===== config.mk =====
export PLATFORM = sky130hd
export DESIGN_NAME = bkpt_matcher
export DESIGN_NICKNAME = d
export VERILOG_FILES = /design/src/rtl/bkpt_pkg.sv /design/src/rtl/bkpt_slot_regs.sv /design/src/rtl/bkpt_slot_cmp.sv /design/src/rtl/bkpt_combine.sv /design/src/rtl/bkpt_matcher.sv
export SDC_FILE = /design/constraint.sdc
export NUM_CORES = 1
export LEC_CHECK = 0
export BUFFER_PORTS_ARGS = -buffer_cell sky130_fd_sc_hd__buf_2
export CORE_ASPECT_RATIO = 0.75
export CORE_MARGIN = 2
export CORE_UTILIZATION = 40
export CTS_CLUSTER_SIZE = 40
export DETAILED_ROUTE_END_ITERATION = 7
export GPL_TIMING_DRIVEN = 1
export PLACE_DENSITY = 0.7
export SETUP_SLACK_MARGIN = 0.05
export SLEW_MARGIN = 20
export SYNTH_ARGS = -nofsm -noshare
export SYNTH_HDL_FRONTEND = slang
export SYNTH_SLANG_ARGS = --single-unit
export TNS_END_PERCENT = 5

===== constraint.sdc =====
create_clock -name clk -period 4.4 [get_ports clk]
set_clock_uncertainty 0.1 [all_clocks]
set_input_delay 0.66 -clock clk [delete_from_list [all_inputs] [get_ports clk]]
set_output_delay 0.66 -clock clk [all_outputs]
set_load 0.02 [all_outputs]

===== src/rtl/bkpt_pkg.sv =====
package bkpt_pkg;
  typedef enum logic [1:0] {
    K_FETCH = 2'b00,
    K_READ  = 2'b01,
    K_WRITE = 2'b10,
    K_IO    = 2'b11
  } ev_kind_e;

  typedef enum logic [1:0] {
    T_EXEC = 2'b00,
    T_WR   = 2'b01,
    T_IO   = 2'b10,
    T_RW   = 2'b11
  } bp_type_e;

  // Byte-offset mask of a slot length code; bit 3 flags a usable code.
  function automatic logic [3:0] len_mask(input logic [1:0] len, input logic len8);
    case (len)
      2'b00:   len_mask = 4'b1000;
      2'b01:   len_mask = 4'b1001;
      2'b11:   len_mask = 4'b1011;
      default: len_mask = len8 ? 4'b1111 : 4'b0000;
    endcase
  endfunction

  // Byte-offset mask of an event size code.
  function automatic logic [2:0] size_mask(input logic [1:0] sz);
    case (sz)
      2'b00:   size_mask = 3'd0;
      2'b01:   size_mask = 3'd1;
      2'b10:   size_mask = 3'd3;
      default: size_mask = 3'd7;
    endcase
  endfunction
endpackage


===== src/rtl/bkpt_slot_regs.sv =====
module bkpt_slot_regs #(
  parameter int AW    = 32,
  parameter int NSLOT = 4,
  localparam int SW   = (NSLOT > 1) ? $clog2(NSLOT) : 1
) (
  input  logic                      clk,
  input  logic                      rst,
  input  logic                      cfg_we,
  input  logic [SW-1:0]             cfg_slot,
  input  logic [AW-1:0]             cfg_addr,
  input  logic [1:0]                cfg_type,
  input  logic [1:0]                cfg_len,
  input  logic                      cfg_loc,
  input  logic                      cfg_glb,
  input  logic                      task_switch,
  output logic [NSLOT-1:0][AW-1:0]  addr_q,
  output logic [NSLOT-1:0][1:0]     type_q,
  output logic [NSLOT-1:0][1:0]     len_q,
  output logic [NSLOT-1:0]          loc_q,
  output logic [NSLOT-1:0]          glb_q
);
  for (genvar i = 0; i < NSLOT; i++) begin : g_slot
    logic sel;
    assign sel = cfg_we && (cfg_slot == SW'(i));

    always_ff @(posedge clk) begin
      if (rst) begin
        addr_q[i] <= '0;
        type_q[i] <= '0;
        len_q[i]  <= '0;
        loc_q[i]  <= 1'b0;
        glb_q[i]  <= 1'b0;
      end else if (sel) begin
        addr_q[i] <= cfg_addr;
        type_q[i] <= cfg_type;
        len_q[i]  <= cfg_len;
        loc_q[i]  <= cfg_loc;
        glb_q[i]  <= cfg_glb;
      end else if (task_switch) begin
        loc_q[i]  <= 1'b0;
      end
    end
  end

  // a pulse without a write leaves no local enable and keeps globals.
  a_r10_local_clear: assert property (@(posedge clk) disable iff (rst)
    (task_switch && !cfg_we) |=> (loc_q == '0));
  a_r10_global_keep: assert property (@(posedge clk) disable iff (rst)
    (task_switch && !cfg_we) |=> $stable(glb_q));
endmodule


===== src/rtl/bkpt_slot_cmp.sv =====
module bkpt_slot_cmp
  import bkpt_pkg::*;
#(
  parameter int AW      = 32,
  parameter bit LEN8_EN = 1'b1,
  localparam int W      = AW + 1
) (
  input  logic          clk,
  input  logic          rst,
  input  logic [AW-1:0] slot_addr,
  input  logic [1:0]    slot_type,
  input  logic [1:0]    slot_len,
  input  logic          io_dbg_en,
  input  logic          resume,
  input  logic [AW-1:0] ev_addr,
  input  logic [1:0]    ev_size,
  input  logic [1:0]    ev_kind,
  output logic          match_o,
  output logic          exec_o
);
  logic [3:0]   lm;
  logic [W-1:0] mask, base, lim, lo, hi;
  logic         kind_ok, overlap;

  assign lm      = len_mask(slot_len, LEN8_EN);
  assign mask    = W'(lm[2:0]);
  assign base    = {1'b0, slot_addr} & ~mask;
  assign lim     = base | mask;
  assign lo      = {1'b0, ev_addr};
  assign hi      = lo + W'(size_mask(ev_size));
  assign overlap = lm[3] && (lo <= lim) && (base <= hi);

  always_comb begin
    case (slot_type)
      T_EXEC:  kind_ok = (ev_kind == K_FETCH) && (slot_len == 2'b00) && !resume;
      T_WR:    kind_ok = (ev_kind == K_WRITE);
      T_IO:    kind_ok = (ev_kind == K_IO) && io_dbg_en;
      default: kind_ok = (ev_kind == K_READ) || (ev_kind == K_WRITE);
    endcase
  end

  assign match_o = kind_ok && overlap;
  assign exec_o  = (slot_type == T_EXEC);

  a_r6_exec_len_one: assert property (@(posedge clk) disable iff (rst)
    (match_o && exec_o) |-> (slot_len == 2'b00));
  a_r3_io_gated: assert property (@(posedge clk) disable iff (rst)
    (match_o && slot_type == T_IO) |-> io_dbg_en);
  a_r11_resume_masks: assert property (@(posedge clk) disable iff (rst)
    (match_o && exec_o) |-> !resume);
endmodule


===== src/rtl/bkpt_combine.sv =====
module bkpt_combine #(
  parameter int NSLOT = 4
) (
  input  logic             clk,
  input  logic             rst,
  input  logic             ev_valid,
  input  logic [NSLOT-1:0] match,
  input  logic [NSLOT-1:0] exec,
  input  logic [NSLOT-1:0] loc_en,
  input  logic [NSLOT-1:0] glb_en,
  output logic [NSLOT-1:0] hit_o,
  output logic             req_o,
  output logic             fault_o,
  output logic             trap_o,
  output logic             valid_o
);
  logic [NSLOT-1:0] armed;
  logic             f_n, t_n;

  assign armed = match & (loc_en | glb_en);
  assign f_n   = |(armed & exec);
  assign t_n   = |(armed & ~exec);

  always_ff @(posedge clk) begin
    if (rst) begin
      hit_o   <= '0;
      req_o   <= 1'b0;
      fault_o <= 1'b0;
      trap_o  <= 1'b0;
      valid_o <= 1'b0;
    end else begin
      valid_o <= ev_valid;
      hit_o   <= ev_valid ? match : '0;
      req_o   <= ev_valid && (f_n || t_n);
      fault_o <= ev_valid && f_n;
      trap_o  <= ev_valid && t_n;
    end
  end

  a_r8_req_has_hit: assert property (@(posedge clk) disable iff (rst)
    req_o |-> (hit_o != '0));
  a_r9_req_classed: assert property (@(posedge clk) disable iff (rst)
    req_o |-> (fault_o || trap_o));
  a_r7_idle_quiet: assert property (@(posedge clk) disable iff (rst)
    !valid_o |-> (hit_o == '0 && !req_o));
endmodule


===== src/rtl/bkpt_matcher.sv =====
module bkpt_matcher #(
  parameter int AW      = 32,
  parameter bit LEN8_EN = 1'b1,
  localparam int NSLOT  = 4,
  localparam int SW     = 2
) (
  input  logic             clk,
  input  logic             rst,
  input  logic             cfg_we,
  input  logic [SW-1:0]    cfg_slot,
  input  logic [AW-1:0]    cfg_addr,
  input  logic [1:0]       cfg_type,
  input  logic [1:0]       cfg_len,
  input  logic             cfg_loc,
  input  logic             cfg_glb,
  input  logic             task_switch,
  input  logic             io_dbg_en,
  input  logic             resume,
  input  logic             ev_valid,
  input  logic [AW-1:0]    ev_addr,
  input  logic [1:0]       ev_size,
  input  logic [1:0]       ev_kind,
  output logic [NSLOT-1:0] hit_o,
  output logic             req_o,
  output logic             fault_o,
  output logic             trap_o,
  output logic             valid_o
);
  logic [NSLOT-1:0][AW-1:0] s_addr;
  logic [NSLOT-1:0][1:0]    s_type, s_len;
  logic [NSLOT-1:0]         s_loc, s_glb, s_match, s_exec;

  bkpt_slot_regs #(.AW(AW), .NSLOT(NSLOT)) i_regs (
    .clk(clk), .rst(rst), .cfg_we(cfg_we), .cfg_slot(cfg_slot),
    .cfg_addr(cfg_addr), .cfg_type(cfg_type), .cfg_len(cfg_len),
    .cfg_loc(cfg_loc), .cfg_glb(cfg_glb), .task_switch(task_switch),
    .addr_q(s_addr), .type_q(s_type), .len_q(s_len),
    .loc_q(s_loc), .glb_q(s_glb)
  );

  for (genvar i = 0; i < NSLOT; i++) begin : g_cmp
    bkpt_slot_cmp #(.AW(AW), .LEN8_EN(LEN8_EN)) i_cmp (
      .clk(clk), .rst(rst),
      .slot_addr(s_addr[i]), .slot_type(s_type[i]), .slot_len(s_len[i]),
      .io_dbg_en(io_dbg_en), .resume(resume),
      .ev_addr(ev_addr), .ev_size(ev_size), .ev_kind(ev_kind),
      .match_o(s_match[i]), .exec_o(s_exec[i])
    );
  end

  bkpt_combine #(.NSLOT(NSLOT)) i_comb (
    .clk(clk), .rst(rst), .ev_valid(ev_valid), .match(s_match),
    .exec(s_exec), .loc_en(s_loc), .glb_en(s_glb),
    .hit_o(hit_o), .req_o(req_o), .fault_o(fault_o), .trap_o(trap_o),
    .valid_o(valid_o)
  );
endmodule


==> run metrics, run 1 <==
status=completed; r2r startpoint=i_regs.addr_q[24]$_SDFFE_PP0P_; YS warnings=0; startpoint types=primary input; Max Clock Freq=237.2 MHz; wl on met1=20,490 um; total CTS buffers=17; Row Count=55; Critical Path End Type=flip-flop; Starting Density=0.4082; # IOs=91; Nets=2,148; LEAKAGE=6.215 nW; simple logic cell fraction of the synthesized area=0.2183; vias in the first global route=11,923; Post-Layout Cell Count=2,215; CP Cell Sequence=buf_2 > or2_2 > ha_2 > a21o_1 > a21oi_2 > nand2b_4 > nor2_4 > nand4_1 > buf_4 > nor2_2 > xnor2_1 > buf_4 > buf_4 > ha_1 > nand4_1 > nor4_4 > o31a_1 > o21ai_1 > and4b_4 > o21a_1 > a221oi_2 > nand4b_1; WP data required=4.64 ns; largest net degree at the start of global routing=89; Post-synth EDFFs=0; Skew-Pair Late Insertion Delay=0.47 ns; mux contribution to synthesized area=0.0008080; die width=207.2 um; WL final=43,160 um; first-pass GRT wire length=66,680 um; WS Path Type=in -> reg; final setup violation count=0; RSZ-0062 raised after global routing=no; Synth cell types=57; Worst-Margin Slew=1.046 ns; Syn Inst Count=1,638; die area=32,410 um^2; Max Cap Violations=0; Vias=12,393; Peak supply drop=0.0002814 V; commonest cells after routing, fill and taps aside=384 x nand2_1, 260 x ha_1, 246 x a21oi_1; # port buffers=90; Seq/Total Area, Yosys=0.2586; Avg Cell Area, Syn=7.563 um^2; CTS tree=yes; Hold Vio Cnt, Final=0; commonest non-fill, non-tap cell in the layout=nand2_1; Pwr per Cell Area=270.6 nW/um^2; synthesis-to-layout area growth=19.31%; Remaining Overflow, GRT=0; gpl congestion=0.9474; compound-gate portion of the synthesized area=0.1795; crit-path max FO=3; hold slack=0.3597 ns; crit-path max cell delay=0.38 ns; Total GRT Usage=0.2671; Hold Crit Class=in -> reg; Detail Placement HPWL=33,190 um; fin crit share=0.9582; drt pass-1 iters=5; worst r2r dst=i_comb.req_o$_SDFF_PP0_; FF+latch count, synth=160; Max Slew Vio Count=0; Slew Limit Headroom=0.3008; Top Layer Used=met4; Worst-path clk slew=0.08 ns; Mapped Area=12,390 um^2; core area=30,350 um^2; CP most frequent cell=buf_4; Synth Area in XOR/XNOR=0.02121; CTS root buf=clkbuf_16; Worst Setup EP=i_comb.req_o$_SDFF_PP0_; H-tree depth=4; Final ANT Viol Nets=0; largest family of logic cells by synthesized area=adder cells; Slowest-stage cell, CP=nor4_4; met2 routed WL=18,030 um; routed vias/inst=5.595; drt first-iter violations=1,078; CTS Buffer Depth=2; Die H=156.4 um; Worst Reg2Reg Path Length in Cells=11; R2R setup slack=1.18 ns; Main synth FF type=dfxtp_1; post-route minimum period=4.216 ns; layout cell share with drive strength beyond 1=0.1493; # placed instances=2,181; Syn Nets=1,984; routed length per instance=19.49 um; DRC errors left=0; Setup crit start=ev_size[0]; Post-synth ARST share=0; clock sink total=160; CP arrival=4.45 ns; metal3 WL=3457 um; initial antenna violation count=1; Adder-Cell Fraction of Synth Area=0.2662
==> worst min path at each step <==
stage                                            start                        endpoint  slack, ns  cells after the start
final                                     cfg_addr[18]  i_regs.addr_q[82]$_SDFFE_PP0P_       0.36                      3
after global routing                      cfg_addr[18]  i_regs.addr_q[18]$_SDFFE_PP0P_       0.36                      3
after CTS                                 cfg_addr[18]  i_regs.addr_q[82]$_SDFFE_PP0P_       0.34                      3
after detailed placement  i_regs.glb_q[0]$_SDFFE_PP0P_    i_regs.glb_q[0]$_SDFFE_PP0P_       0.35                      2
after global placement    i_regs.glb_q[3]$_SDFFE_PP0P_    i_regs.glb_q[3]$_SDFFE_PP0P_       0.34                      2
after floorplan           i_regs.glb_q[2]$_SDFFE_PP0P_    i_regs.glb_q[2]$_SDFFE_PP0P_       0.34                      2
==> power by group <==
group / internal [mW] / switching [mW] / leakage, nW
registers: 1.49 / 0.0530 / 1.30
clock network: 0.916 / 0.685 / 0.301
logic: 0.341 / 0.510 / 4.61
total: 2.75 / 1.25 / 6.22
==> state kept, by name (all words and copies together), names as in the netlist, 4 cells and up <==
signal         flops
i_comb.hit_o       4
i_regs.addr_q    128
i_regs.glb_q       4
i_regs.len_q       8
i_regs.loc_q       4
i_regs.type_q      8
==> logic make-up after synthesis <==
group / Yosys count
simple gates: 611
compound gates: 390
fa+ha+maj: 263
buf+inv: 183
flops: 160
xor+xnor: 30
mux: 1
==> stage by stage <==
| stage | TNS (ns) | power (mW) | util | setup slack, ns | instance area (um^2) |
|---|---|---|---|---|---|
| finish | 0 | 3.999 | 0.4870 | 0.1840 | 14780 |
| global route | 0 | 4.181 | 0.4870 | 0.02686 | 14780 |
| CTS | 0 | 3.987 | 0.4813 | 0.05794 | 14610 |
| detailed placement | -2.106 | 2.393 | 0.4597 | -0.5340 | 13950 |
| global placement | -1.552 | 2.362 | 0.4597 | -0.4444 | 13950 |
| floorplan | 0 | 2.019 | - | 0.1270 | 12390 |
==> metal layers <==
layer,global-route usage,vias to the layer above
met2,0.3995,473
met5,0,-
met1,0.3861,5779
li1,-,6069
met4,0.08844,0
met3,0.04656,72
==> synth_stat cells, types with 2 or more instances <==
library cell	number	area share
a221oi_1	5	0.0035
nor4_1	9	0.0045
or4_1	3	0.0018
and2_1	2	0.0010
a21boi_0	5	0.0030
o21ai_0	46	0.019
ha_1	262	0.26
o211ai_1	6	0.0036
and4_1	4	0.0028
xor2_1	21	0.015
nand3b_1	5	0.0030
or3_1	5	0.0025
a21oi_1	247	0.10
a211oi_1	16	0.0097
nand2b_1	4	0.0020
a221o_1	2	0.0016
a21o_1	25	0.015
dfxtp_1	160	0.26
o221ai_1	2	0.0014
clkbuf_1	44	0.013
nand2_1	384	0.12
o21a_1	5	0.0030
nor2_1	57	0.017
nor3_1	18	0.0073
o22ai_1	4	0.0020
or2_2	4	0.0020
nand3_1	37	0.015
inv_1	133	0.040
nand4_1	50	0.025
a31oi_1	8	0.0040
a2111oi_0	4	0.0028
nor2b_1	10	0.0050
and3_1	11	0.0056
xnor2_1	9	0.0064
o31a_1	2	0.0014
o21bai_1	3	0.0018
buf_1	6	0.0018
==> area by class of cell <==
type	count	area [um^2]
fillers	2952	15570
inverters	133	499.2
diodes	1	2.502
clock inverters	14	181.4
flip-flops and latches	160	3203
clock buffers	18	439.2
multi-input cells	1295	8715
well taps	399	499.2
repair buffers	195	1241
==> critical path: cells and delay by family <==
kind / cells / cell delay (ns)
buf+inv: 4 / 0.58
xor+xnor: 1 / 0.11
simple gates: 9 / 1.58
compound gates: 6 / 1.06
fa+ha+maj: 2 / 0.47
==> repair_timing <==
action                                  in CTS  in global routing
hold endpoints to repair                     0                  0
endpoints found under the setup margin       2                  5
gates resized for setup                      5                 31
gates cloned                                 0                  0
hold buffers                                 0                  0
pin swaps                                    0                 13
buffers inserted                             0                  1
Note: power is estimated with default switching activity, not from simulation.
==> inputs of run 2 (changes only) <==
Settings changed: PLACE_DENSITY 0.7 to 0.65.
==> run 2 against run 1 <==
Compared with the run above:
- maximum frequency increased by 0.27%
- non-clock buffer count increased by 17
- via count increased by 1.2%
- register-to-register slack improved by 0.02 ns
- critical path type unchanged
- critical endpoint is now i_comb.trap_o$_SDFF_PP0_
- largest power group unchanged
==> run metrics, run 2 (synthesis results as in run 1) <==
status=completed; CP most frequent cell=buf_4; final setup violation count=0 (unchanged); commonest cells after routing, fill and taps aside=383 x nand2_1, 260 x ha_1, 245 x a21oi_1; Slew Limit Headroom=0.3163 (+0.01550); Post-Layout Cell Count=2,231 (+0.72%); # IOs=91 (unchanged); Final Power=3.971 mW (-0.70%); Worst-Margin Slew=1.026 ns (-0.02009 ns); CP Cell Sequence=buf_2 > and2_1 > ha_1 > a21o_1 > nand4_4 > buf_4 > or3_4 > xor2_1 > buf_4 > buf_4 > ha_1 > nand4_1 > nor2_1 > a221oi_2 > o2111ai_2 > a21o_1 > a211oi_2 > o21a_1 > o21ai_0 > nand3_1; Worst-path clk slew=0.08 ns (about the same); Pwr per Cell Area=265.7 nW/um^2 (-1.8%); Total GRT Usage=0.2646 (-0.002456); WL final=43,200 um (about the same); DRC errors left=0 (unchanged); Post-CTS Hold Fix Bufs=0 (unchanged); Largest regs=i_regs.addr_q x128, i_regs.len_q x8, i_regs.type_q x8; gpl congestion=0.9032 (-4.7%); Detail Placement HPWL=33,280 um (+0.25%); Buf+Inv Stages, Crit Path=4 (unchanged); Largest register FFs=128 (unchanged); Nets=2,165 (+0.79%); WS Path Type=in -> reg; hold slack=0.3377 ns (-0.02199 ns); post-layout util=0.4924 (+0.005401); total CTS buffers=17 (unchanged); routed length per instance=19.36 um (-0.64%); crit-path leading delay family=compound AO/OA/AOI/OAI gates; clock sink total=160 (unchanged); core area=30,350 um^2 (unchanged); CTS Buffer Depth=2 (unchanged); Hold Vio Cnt, Final=0 (unchanged); Peak supply drop=0.0003197 V (+14%); Vias=12,538 (+1.2%); first-pass GRT wire length=65,610 um (-1.6%); fin crit share=0.9556 (-0.002547); die width=207.2 um (unchanged); # port buffers=90 (unchanged); H-tree depth=4 (unchanged); Final ANT Viol Nets=0 (unchanged); post-route minimum period=4.205 ns (-0.01121 ns); startpoint types=primary input; CTS tree=yes; layout cell share with drive strength beyond 1=0.1572 (+0.007894); LEAKAGE=6.307 nW (+1.5%); WP data required=4.70 ns (+0.06 ns); Max Cap Violations=0 (unchanged); Row Count=55 (unchanged); Filler Cell Count=2,958 (+0.20%); Critical Path End Type=flip-flop; Skew-Pair Late Insertion Delay=0.46 ns (about the same); Max Slew Vio Count=0 (unchanged); Slowest-stage cell, CP=or3_4; initial antenna violation count=0 (-1); Post-Route Setup TNS=0 ns (unchanged); Starting Density=0.4082 (unchanged); largest net degree at the start of global routing=84 (-5.6%); placed cell area=14,080 um^2 (+0.91%); commonest non-fill, non-tap cell in the layout=nand2_1; die area=32,410 um^2 (unchanged); Max Clock Freq=237.8 MHz (+0.27%); # placed instances=2,194 (+0.60%); drt first-iter violations=1,045 (-3.1%); diodes inserted=0 (-1); CTS root buf=clkbuf_16; routed vias/inst=5.620 (+0.44%); RSZ-0062 raised after global routing=no; Most flops, register=i_regs.addr_q; crit-path max cell delay=0.40 ns (+0.02 ns); CP arrival=4.50 ns (+0.05 ns); Hold Crit Class=in -> reg; Placement Setup Slack=-0.7000 ns (-0.1660 ns); drt pass-1 iters=5 (unchanged); Remaining Overflow, GRT=0 (unchanged); final setup margin=0.1952 ns (+0.01121 ns); Die H=156.4 um (unchanged); synthesis-to-layout area growth=20.63%; crit-path max FO=4 (+1); vias in the first global route=11,539 (-3.2%); post-route cell area=14,940 um^2 (+1.1%)
## run 2: cell type report
cell class | count | area (um^2) | share of cell area
Clock buffer | 17 | 425.4 | 0.02847
Sequential cell | 160 | 3203 | 0.2143
Timing Repair Buffer | 212 | 1409 | 0.09427
Tap cell | 399 | 499.2 | 0.03341
Multi-Input combinational cell | 1295 | 8723 | 0.5837
Inverter | 133 | 499.2 | 0.03341
Clock inverter | 15 | 185.2 | 0.01239
## run 2: final timing paths
kind	start	end	slack, ns	cells past startpoint
worst min-delay path	rst	i_comb.valid_o$_SDFF_PP0_	0.34	2
worst max-delay path	ev_size[1]	i_comb.trap_o$_SDFF_PP0_	0.20	20
worst min register to register	i_regs.glb_q[3]$_SDFFE_PP0P_	i_regs.glb_q[3]$_SDFFE_PP0P_	0.36	2
worst max register to register	i_regs.addr_q[23]$_SDFFE_PP0P_	i_comb.req_o$_SDFF_PP0_	1.20	11
## run 2: routing by layer
metal / vias to the layer above / track usage / wire [um]
met3: 61 / 0.05840 / 3458
li1: 6103 / - / -
met5: - / 0 / 0
met4: 0 / 0.07653 / 1053
met1: 5919 / 0.3746 / 20420
met2: 455 / 0.4016 / 18260
## run 2: timing repair
| item | CTS | global route |
|---|---|---|
| setup buffers | 0 | 4 |
| gates cloned | 0 | 0 |
| gates resized for setup | 8 | 33 |
| pin swaps | 0 | 19 |
| endpoints found under the setup margin | 3 | 5 |
## run 2: where the power goes
part	leakage (nW)	internal, mW	switching (mW)
combinational	4.71	0.350	0.509
clock	0.294	0.898	0.664
sequential	1.30	1.49	0.0556
